[src/rtl/stby_pkg.sv]
package stby_pkg;
  typedef enum logic [2:0] {
    ST_RUN      = 3'd0,
    ST_SW_STBY  = 3'd1,
    ST_SETTLE   = 3'd2,
    ST_HW_STBY  = 3'd3,
    ST_RST_WAIT = 3'd4
  } stby_state_e;

  localparam int PERIPH_N = 3;
endpackage

[src/rtl/stby_sync.sv]
module stby_sync #(
  parameter int W = 1,
  parameter int STAGES = 2,
  parameter logic [W-1:0] RST_VAL = '0
) (
  input  logic         clk,
  input  logic         rst_n,
  input  logic [W-1:0] d,
  output logic [W-1:0] q
);
  logic [W-1:0] stg [STAGES];

  always_ff @(posedge clk or negedge rst_n) begin
    if (!rst_n) begin
      for (int i = 0; i < STAGES; i++) stg[i] <= RST_VAL;
    end else begin
      stg[0] <= d;
      for (int i = 1; i < STAGES; i++) stg[i] <= stg[i-1];
    end
  end

  assign q = stg[STAGES-1];
endmodule

[src/rtl/stby_wake_qual.sv]
module stby_wake_qual #(
  parameter int NUM_IRQ = 16,
  parameter int NUM_KEY = 10,
  parameter int NUM_WUE = 8
) (
  input  logic               clk,
  input  logic               rst_n,
  input  logic               nmi_s,
  input  logic               nmi_rise_sel,
  input  logic [NUM_IRQ-1:0] irq_s,
  input  logic [NUM_IRQ-1:0] irq_en,
  input  logic [NUM_KEY-1:0] key_s,
  input  logic [NUM_KEY-1:0] key_en,
  input  logic [NUM_WUE-1:0] wue_s,
  input  logic [NUM_WUE-1:0] wue_en,
  input  logic               cpu_mask,
  output logic               wake
);
  logic nmi_prev;
  logic nmi_edge;
  logic maskable_req;

  always_ff @(posedge clk or negedge rst_n) begin
    if (!rst_n) nmi_prev <= 1'b0;
    else        nmi_prev <= nmi_s;
  end

  // edge polarity chosen by nmi_rise_sel
  assign nmi_edge = nmi_rise_sel ? (nmi_s & ~nmi_prev) : (~nmi_s & nmi_prev);

  assign maskable_req = (|(irq_s & irq_en)) | (|(key_s & key_en)) | (|(wue_s & wue_en));

  assign wake = nmi_edge | (maskable_req & ~cpu_mask);
endmodule

[src/rtl/stby_settle_cnt.sv]
module stby_settle_cnt #(
  parameter int SEL_W = 3,
  parameter int BASE_SHIFT = 3
) (
  input  logic             clk,
  input  logic             rst_n,
  input  logic             load,
  input  logic             run,
  input  logic [SEL_W-1:0] sel,
  output logic             done
);
  localparam int CNT_W = BASE_SHIFT + (1 << SEL_W) - 1;

  logic [CNT_W-1:0] cnt;
  logic [CNT_W:0]   span;
  logic [CNT_W-1:0] ld_val;

  // span = 2^(BASE_SHIFT+sel); counter counts span-1 down to 0
  assign span   = {{CNT_W{1'b0}}, 1'b1} << (BASE_SHIFT + int'(sel));
  assign ld_val = CNT_W'(span - {{CNT_W{1'b0}}, 1'b1});

  always_ff @(posedge clk or negedge rst_n) begin
    if (!rst_n)                  cnt <= '0;
    else if (load)               cnt <= ld_val;
    else if (run && cnt != '0)   cnt <= cnt - 1'b1;
  end

  assign done = (cnt == '0);
endmodule

[src/rtl/stby_wake_ctrl.sv]
module stby_wake_ctrl
  import stby_pkg::*;
#(
  parameter int NUM_IRQ = 16,
  parameter int NUM_KEY = 10,
  parameter int NUM_WUE = 8,
  parameter int SEL_W = 3,
  parameter int BASE_SHIFT = 3,
  parameter int SYNC_STAGES = 2
) (
  input  logic               clk,
  input  logic               rst_n,
  input  logic               sleep_req,
  input  logic               sby_sel,
  input  logic [SEL_W-1:0]   settle_sel,
  input  logic               nmi_pin,
  input  logic               nmi_rise_sel,
  input  logic [NUM_IRQ-1:0] irq_pin,
  input  logic [NUM_IRQ-1:0] irq_en,
  input  logic [NUM_KEY-1:0] key_pin,
  input  logic [NUM_KEY-1:0] key_en,
  input  logic [NUM_WUE-1:0] wue_pin,
  input  logic [NUM_WUE-1:0] wue_en,
  input  logic               cpu_mask,
  input  logic               res_pin_n,
  input  logic               hstby_pin_n,
  output logic               osc_en,
  output logic               sys_clk_en,
  output logic               hw_stby,
  output logic [PERIPH_N-1:0] periph_rst,
  output logic               wake_irq,
  output logic               wake_rst
);
  localparam int SYN_W = NUM_IRQ + NUM_KEY + NUM_WUE + 3;
  localparam logic [SYN_W-1:0] SYN_RST = {2'b11, {(SYN_W-2){1'b0}}};

  logic [SYN_W-1:0]   syn_q;
  logic [NUM_IRQ-1:0] irq_s;
  logic [NUM_KEY-1:0] key_s;
  logic [NUM_WUE-1:0] wue_s;
  logic nmi_s, res_s, hstby_s;
  logic wake, settle_done, settle_load;
  logic go_irq, go_rst;
  stby_state_e state, state_nx;

  stby_sync #(.W(SYN_W), .STAGES(SYNC_STAGES), .RST_VAL(SYN_RST)) i_sync (
    .clk(clk), .rst_n(rst_n),
    .d({hstby_pin_n, res_pin_n, nmi_pin, wue_pin, key_pin, irq_pin}),
    .q(syn_q)
  );

  assign irq_s   = syn_q[NUM_IRQ-1:0];
  assign key_s   = syn_q[NUM_IRQ +: NUM_KEY];
  assign wue_s   = syn_q[NUM_IRQ+NUM_KEY +: NUM_WUE];
  assign nmi_s   = syn_q[SYN_W-3];
  assign res_s   = syn_q[SYN_W-2];
  assign hstby_s = syn_q[SYN_W-1];

  stby_wake_qual #(.NUM_IRQ(NUM_IRQ), .NUM_KEY(NUM_KEY), .NUM_WUE(NUM_WUE)) i_qual (
    .clk(clk), .rst_n(rst_n),
    .nmi_s(nmi_s), .nmi_rise_sel(nmi_rise_sel),
    .irq_s(irq_s), .irq_en(irq_en),
    .key_s(key_s), .key_en(key_en),
    .wue_s(wue_s), .wue_en(wue_en),
    .cpu_mask(cpu_mask), .wake(wake)
  );

  stby_settle_cnt #(.SEL_W(SEL_W), .BASE_SHIFT(BASE_SHIFT)) i_cnt (
    .clk(clk), .rst_n(rst_n),
    .load(settle_load), .run(state == ST_SETTLE),
    .sel(settle_sel), .done(settle_done)
  );

  // priority: hardware standby, then reset pin, then interrupts
  always_comb begin
    state_nx    = state;
    settle_load = 1'b0;
    go_irq      = 1'b0;
    go_rst      = 1'b0;
    if (!hstby_s) begin
      state_nx = ST_HW_STBY;
    end else begin
      unique case (state)
        ST_HW_STBY: state_nx = ST_RST_WAIT;
        ST_RST_WAIT: begin
          if (res_s) begin
            state_nx = ST_RUN;
            go_rst   = 1'b1;
          end
        end
        ST_RUN: begin
          if (!res_s)                  state_nx = ST_RST_WAIT;
          else if (sleep_req && sby_sel) state_nx = ST_SW_STBY;
        end
        ST_SW_STBY: begin
          if (!res_s) begin
            state_nx = ST_RST_WAIT;
          end else if (wake) begin
            state_nx    = ST_SETTLE;
            settle_load = 1'b1;
          end
        end
        ST_SETTLE: begin
          if (!res_s) begin
            state_nx = ST_RST_WAIT;
          end else if (settle_done) begin
            state_nx = ST_RUN;
            go_irq   = 1'b1;
          end
        end
        default: state_nx = ST_RST_WAIT;
      endcase
    end
  end

  always_ff @(posedge clk or negedge rst_n) begin
    if (!rst_n) begin
      state    <= ST_RUN;
      wake_irq <= 1'b0;
      wake_rst <= 1'b0;
    end else begin
      state    <= state_nx;
      wake_irq <= go_irq;
      wake_rst <= go_rst;
    end
  end

  assign osc_en     = (state == ST_RUN) || (state == ST_SETTLE) || (state == ST_RST_WAIT);
  assign sys_clk_en = (state == ST_RUN) || (state == ST_RST_WAIT);
  assign hw_stby    = (state == ST_HW_STBY);

  for (genvar g = 0; g < PERIPH_N; g++) begin : g_prst
    assign periph_rst[g] = (state == ST_SW_STBY) || (state == ST_SETTLE);
  end
endmodule

[config.mk]
export PLATFORM = sky130hd
export DESIGN_NAME = stby_wake_ctrl
export DESIGN_NICKNAME = d
export VERILOG_FILES = /design/src/rtl/stby_pkg.sv /design/src/rtl/stby_sync.sv /design/src/rtl/stby_wake_qual.sv /design/src/rtl/stby_settle_cnt.sv /design/src/rtl/stby_wake_ctrl.sv
export SDC_FILE = /design/constraint.sdc
export NUM_CORES = 1
export LEC_CHECK = 0
export CORE_ASPECT_RATIO = 1.2
export CORE_MARGIN = 2
export CORE_UTILIZATION = 40
export CTS_CLUSTER_DIAMETER = 60
export DETAILED_ROUTE_END_ITERATION = 8
export PLACE_DENSITY = 0.78
export SYNTH_ARGS = -nofsm -noshare
export SYNTH_HDL_FRONTEND = slang
export SYNTH_SLANG_ARGS = --single-unit
[constraint.sdc]
create_clock -name clk -period 2.35 [get_ports clk]
set_input_delay 0.3525 -clock clk [delete_from_list [all_inputs] [get_ports clk]]
set_output_delay 0.3525 -clock clk [all_outputs]
set_load 0.05 [all_outputs]
Word-level counts from Yosys, hierarchy flattened. Cells that the tools add are included.

Register bits: 90. Output and inout bits: 8.

Multiplexer cells: 23. Add/subtract/negate cells: 3. Eq/ne operators: 8. Reduce and logical (&&, ||, !) cells: 14. Bitwise gates (word level): 12. Shift-type cells: 1.

Operators with widths (number): $shl 1x32->10 const A (1); $mux 3 (8); $mux 10 (2); $sub 10x1->10 const B (2); $and 16x16->16 (1); $reduce_or 16->1 (1); $mux 1 (12); $pmux 3 s4 (1); $and 10x10->10 (1); $logic_not 10->1 (1); $reduce_bool 10->1 (1); $reduce_or 10->1 (1); $and 8x8->8 (1); $ne 4x4->1 const B (2); $reduce_or 8->1 (1); $eq 3x2->1 const B (2); $add 2x3->4 const A (1); $logic_or 1x1->1 (4); $ne 4x3->1 const B (1); $reduce_and 4->1 (1); $and 1x1->1 (3); $eq 3x1->1 const B (1); $eq 3x3->1 const B (1); $logic_not 3->1 (1); other kinds (5) (10).

Logic depth before layout (Yosys ltp).
Word-level depth: 11. Depth in mapped cells: 13. Gate-level depth less buffers: 11.

By module. From an unflattened synthesis, not the netlist that was laid out.

Cell total of the unflattened synthesis: 248. Area, all modules: 3400.8 um^2.

By module, submodules not included: stby_sync (cells each 111, instances 1, area each 2134.5 um^2); stby_settle_cnt (cells each 78, instances 1, area each 715.7 um^2); stby_wake_ctrl (cells each 33, instances 1, area each 306.5 um^2); stby_wake_qual (cells each 26, instances 1, area each 244.0 um^2).

Worst setup path after synthesis. No wires, ideal clock.

Kind: reg-to-reg. Start point: register i_sync.stg, in the netlist i_sync.q[35]. End point: register i_cnt.cnt[4]. Stages on the path, launching flop included: 11. Path slack: 0.101 ns. Setup time: 0.079 ns. Arrival time: 2.169 ns. Path buffers: 2. Cells stage by stage: dfstp_2 nor3b_1 and3_1 nand2_1 buf_4 nand2_1 ha_1 clkbuf_1 nand3_1 xor2_1 mux2i_1.

Cells in the longest elaborated chain, start to end: 4. Elaborated cells between the ends (all ways): 5. Classes of those cells: mux (4); reduce/logical (1).

Ends and longest elaborated chain: from (decl) (RTL line stby_sync.sv:11) `logic [W-1:0] stg [STAGES];`; $mux 1 (*) (RTL line stby_wake_ctrl.sv:96) `if (!res_s) begin`; $mux 1 (*) (RTL line stby_wake_ctrl.sv:83) `unique case (state)`; $mux 1 (*) (RTL line stby_wake_ctrl.sv:80) `if (!hstby_s) begin`; $mux 10 / $reduce_bool 2->1 (equally long branches); to (signal assigned) (RTL line stby_settle_cnt.sv:24) `else if (load) cnt <= ld_val;`; to (signal assigned) (RTL line stby_settle_cnt.sv:25) `else if (run && cnt != '0) cnt <= cnt - 1'b1;`; to (decl) (RTL line stby_settle_cnt.sv:14) `logic [CNT_W-1:0] cnt;`.

Every way passes the cells marked *; elsewhere a longest branch is shown, timed or not. A chain may end at the register's enable or synchronous reset.

Worst setup path after layout.
Start point: register state[0]. End point: output hw_stby.

Cells in the longest elaborated chain, start to end: 1.

Ends and longest elaborated chain: from (decl) (RTL line stby_wake_ctrl.sv:44) `stby_state_e state, state_nx;`; from (signal assigned) (RTL line stby_wake_ctrl.sv:122) `state <= state_nx;`; $eq 3x2->1 (RTL line stby_wake_ctrl.sv:130) `assign hw_stby = (state == ST_HW_STBY);`; to (decl) (RTL line stby_wake_ctrl.sv:29) `output logic hw_stby,`.

Every way passes these cells.

==> run metrics <==
unrepaired setup endpoints after global routing false; CP max stage delay 0.81 ns; Total Routed Length about 5700 um; Final HPWL DP 4250 um; Sink Count 90; met3 wire len 237 um; number of global-route vias before repair 2030; Starting Density 41.5%; clock share of power 29.7%; Area after DPL 4060 um^2; Die W 83.5 um; Hold Vio Cnt, Final 8; final net count 386; power per cell area 805 nW/um^2; Worst Tran Pin Value 0.560 ns; final setup violation count 0; Psw between 800 and 900 uW; DRT iter0 DRCs 91; #FFs+latches synth 90; Synth Net Count 286; post-route setup slack 0.106 ns; Cells after DPL ~380; Top Layer Used met4; first-pass GRT wire length 9650 um; register area share after synthesis 74.4%; crit-path cells nand2_1, nor2_1, clkdlybuf4s50_1; Pint 2.55 mW; initial antenna violation count 0; RD Place Congestion 0.772; Slowest-stage cell, CP clkdlybuf4s50_1; Area growth syn-to-layout 40.4%; part of the power in combinational logic between 10% and 20%; skew final 0.00946 ns; Buf/Inv on CP 1; gr ovfl total 0; Design Area, Final ~4300 um^2; startpoint types flip-flop; Ant. Diodes 0; Clock Tree Buf Depth 2; CP delay by family, top buffers and inverters; commonest cells in the netlist dfrtp_1, a22oi_1, nor2_1; required time worst endpoint roughly 2.0 ns; Crit Path Class flip-flop to output pin; gr usage total roughly 15%; wire length per cell after detailed routing 14.3 um; # rows 34; post-synth top area share 70.9%; relative slew slack between 60% and 70%; pre-CTS setup slack -0.296 ns; status finished, violations left; H-tree depth 3; Tot Pwr 3.43 mW; crit-path max FO 10; WL met2 3100 um; synthesized area per cell between 10 and 15 um^2; hold slack -0.00653 ns; share of layout cells above drive strength 1 12.3%; Non-Filler Instances 399; vias post-DR between 1500 and 2000; drt first pass iters 4; Core Area 7320 um^2; DRC Markers 0; WP depth 3; Peak Freq about 0.45 GHz; clk slew on worst S/H paths 0.08 ns; yosys warns 0; FFs w/ async S/R, synth between 90% and 100%; TNS Setup 0 ns; maximum vdd drop 0.000569 V; number of I/O pins 88; Sw Ratio 25.8%; M1 WL approximately 2200 um; Final Slew Violations 0; routed vias/inst roughly 4.7; worst r2r path cells 9; CP endpoint kind output pin; ANT nets after route 0; maxcap violations 0; cells after synthesis 205; most frequent cell after synthesis dfrtp_1; Die ar. 8300 um^2; CP arrival 1.89 ns; worst-skew pair later-pin latency 0.34 ns; Flop pwr share 53.0%; post-synthesis cell type count 40; post-CTS setup buffers 0; root buffer cell clkbuf_8; number of synthesized flops with an enable pin 0; Yosys top cell by area dfrtp_1; period utilization 95.5%; worst min-delay path class input pin to async pin; I/O Buffers 87; CTS tree yes; cts hold-fix bufs 0; largest net degree at the start of global routing 44; leakage power 1.87 nW; r2r setup slk 0.24 ns; post-synthesis cell area 3040 um^2; Synth area leaders dfrtp_1, a22oi_1, dfstp_2; Filler Cell Count 595; failing checks hold timing; die height 99.4 um; crit path time final 2.24 ns; Num CTS Buffers 9; ys flop type dfrtp_1
==> worst register-to-register path: stages, from the launching register on <==
cell and delay [ns]:
dfstp_2 0.57, nor3b_1 0.23, and3_1 0.27, nand2_1 0.13
nand2_1 0.10, ha_2 0.21, buf_4 0.13, nand3_1 0.07
xor2_1 0.16, mux2i_1 0.16
==> cell families (layout without fill, tap and decap cells) <==
group,count (synthesis),count (layout),share of synthesized area [%]
fa+ha+maj,1,1,0.412
simple gates,53,53,10.3
compound gates,35,35,8.08
xor+xnor,8,8,2.31
buf+inv,10,114,1.94
mux,8,8,2.64
flops,90,90,74.4
==> registers in the layout (all words and copies together), names as in the netlist <==
| register | flops |
|---|---|
| i_sync.stg | 37 |
| state | 3 |
| wake_irq | 1 |
| i_cnt.cnt | 10 |
| i_qual.nmi_prev | 1 |
| i_sync.q | 37 |
| wake_rst | 1 |
==> layer usage <==
layer	vias up	track usage (%)
met3	15	3.32
met4	0	7.20
met1	904	17.3
li1	916	-
met5	-	0
met2	58	27.0
==> layout make-up <==
cell class	instances	area, um^2	share of cell area, %
Sequential cell	90	2260	52.9
Timing Repair Buffer	98	960	22.5
Tap cell	90	113	2.64
Inverter	1	3.75	0.0881
Clock inverter	3	47.5	1.12
Multi-Input combinational cell	105	737	17.3
Clock buffer	12	145	3.40
==> metrics by stage <==
step | hold WS (ns) | utilization, %
5_1_grt | 0.0374 | 58.3
3_5_place_dp | 0.335 | 55.4
4_1_cts | 0.00320 | 58.0
3_3_place_gp | 0.331 | 55.4
6_report | -0.00653 | 58.3
2_1_floorplan | 0.0569 | -
==> final timing paths <==
path	endpoint	start
worst max-delay path	hw_stby	state[0]
worst min-delay path	i_sync.q[2]	rst_n
worst max register to register	i_cnt.cnt[6]	i_sync.q[35]
worst min register to register	i_sync.q[4]	i_sync.stg[41]
max in group asynchronous	i_sync.q[26]	rst_n
min in group clk	i_sync.q[4]	i_sync.stg[41]
==> what timing repair did <==
action | 4_1_cts | 5_1_grt
pin swaps | 0 | 3
setup endpoints to repair | 3 | 4
gates resized for setup | 3 | 4
==> cell usage in the layout, fill, tap and decap left out, types with 2 or more instances in the layout <==
cell type / instances
a22oi_2: 3
nor3_1: 3
nand4_1: 3
clkbuf_8: 10
dlygate4sd2_1: 3
dfrtp_1: 86
xnor2_1: 5
nor2_1: 12
dfstp_2: 4
clkdlybuf4s50_1: 83
xor2_1: 3
nand2b_1: 2
nand3_1: 8
a21oi_1: 6
mux2i_1: 8
o21ai_0: 5
clkbuf_1: 2
nand2_1: 11
o211ai_1: 2
buf_4: 11
a22oi_1: 15
==> power groups by stage <==
stage          combinational (mW)  clock (mW)  sequential [mW]
2_1_floorplan               0.311           0             1.81
3_3_place_gp                0.558           0             1.84
3_5_place_dp                0.586           0             1.85
4_1_cts                     0.591        1.04             1.82
5_1_grt                     0.661        1.10             1.84
6_report                    0.594        1.02             1.82
Power figures use the tool's default switching activity.
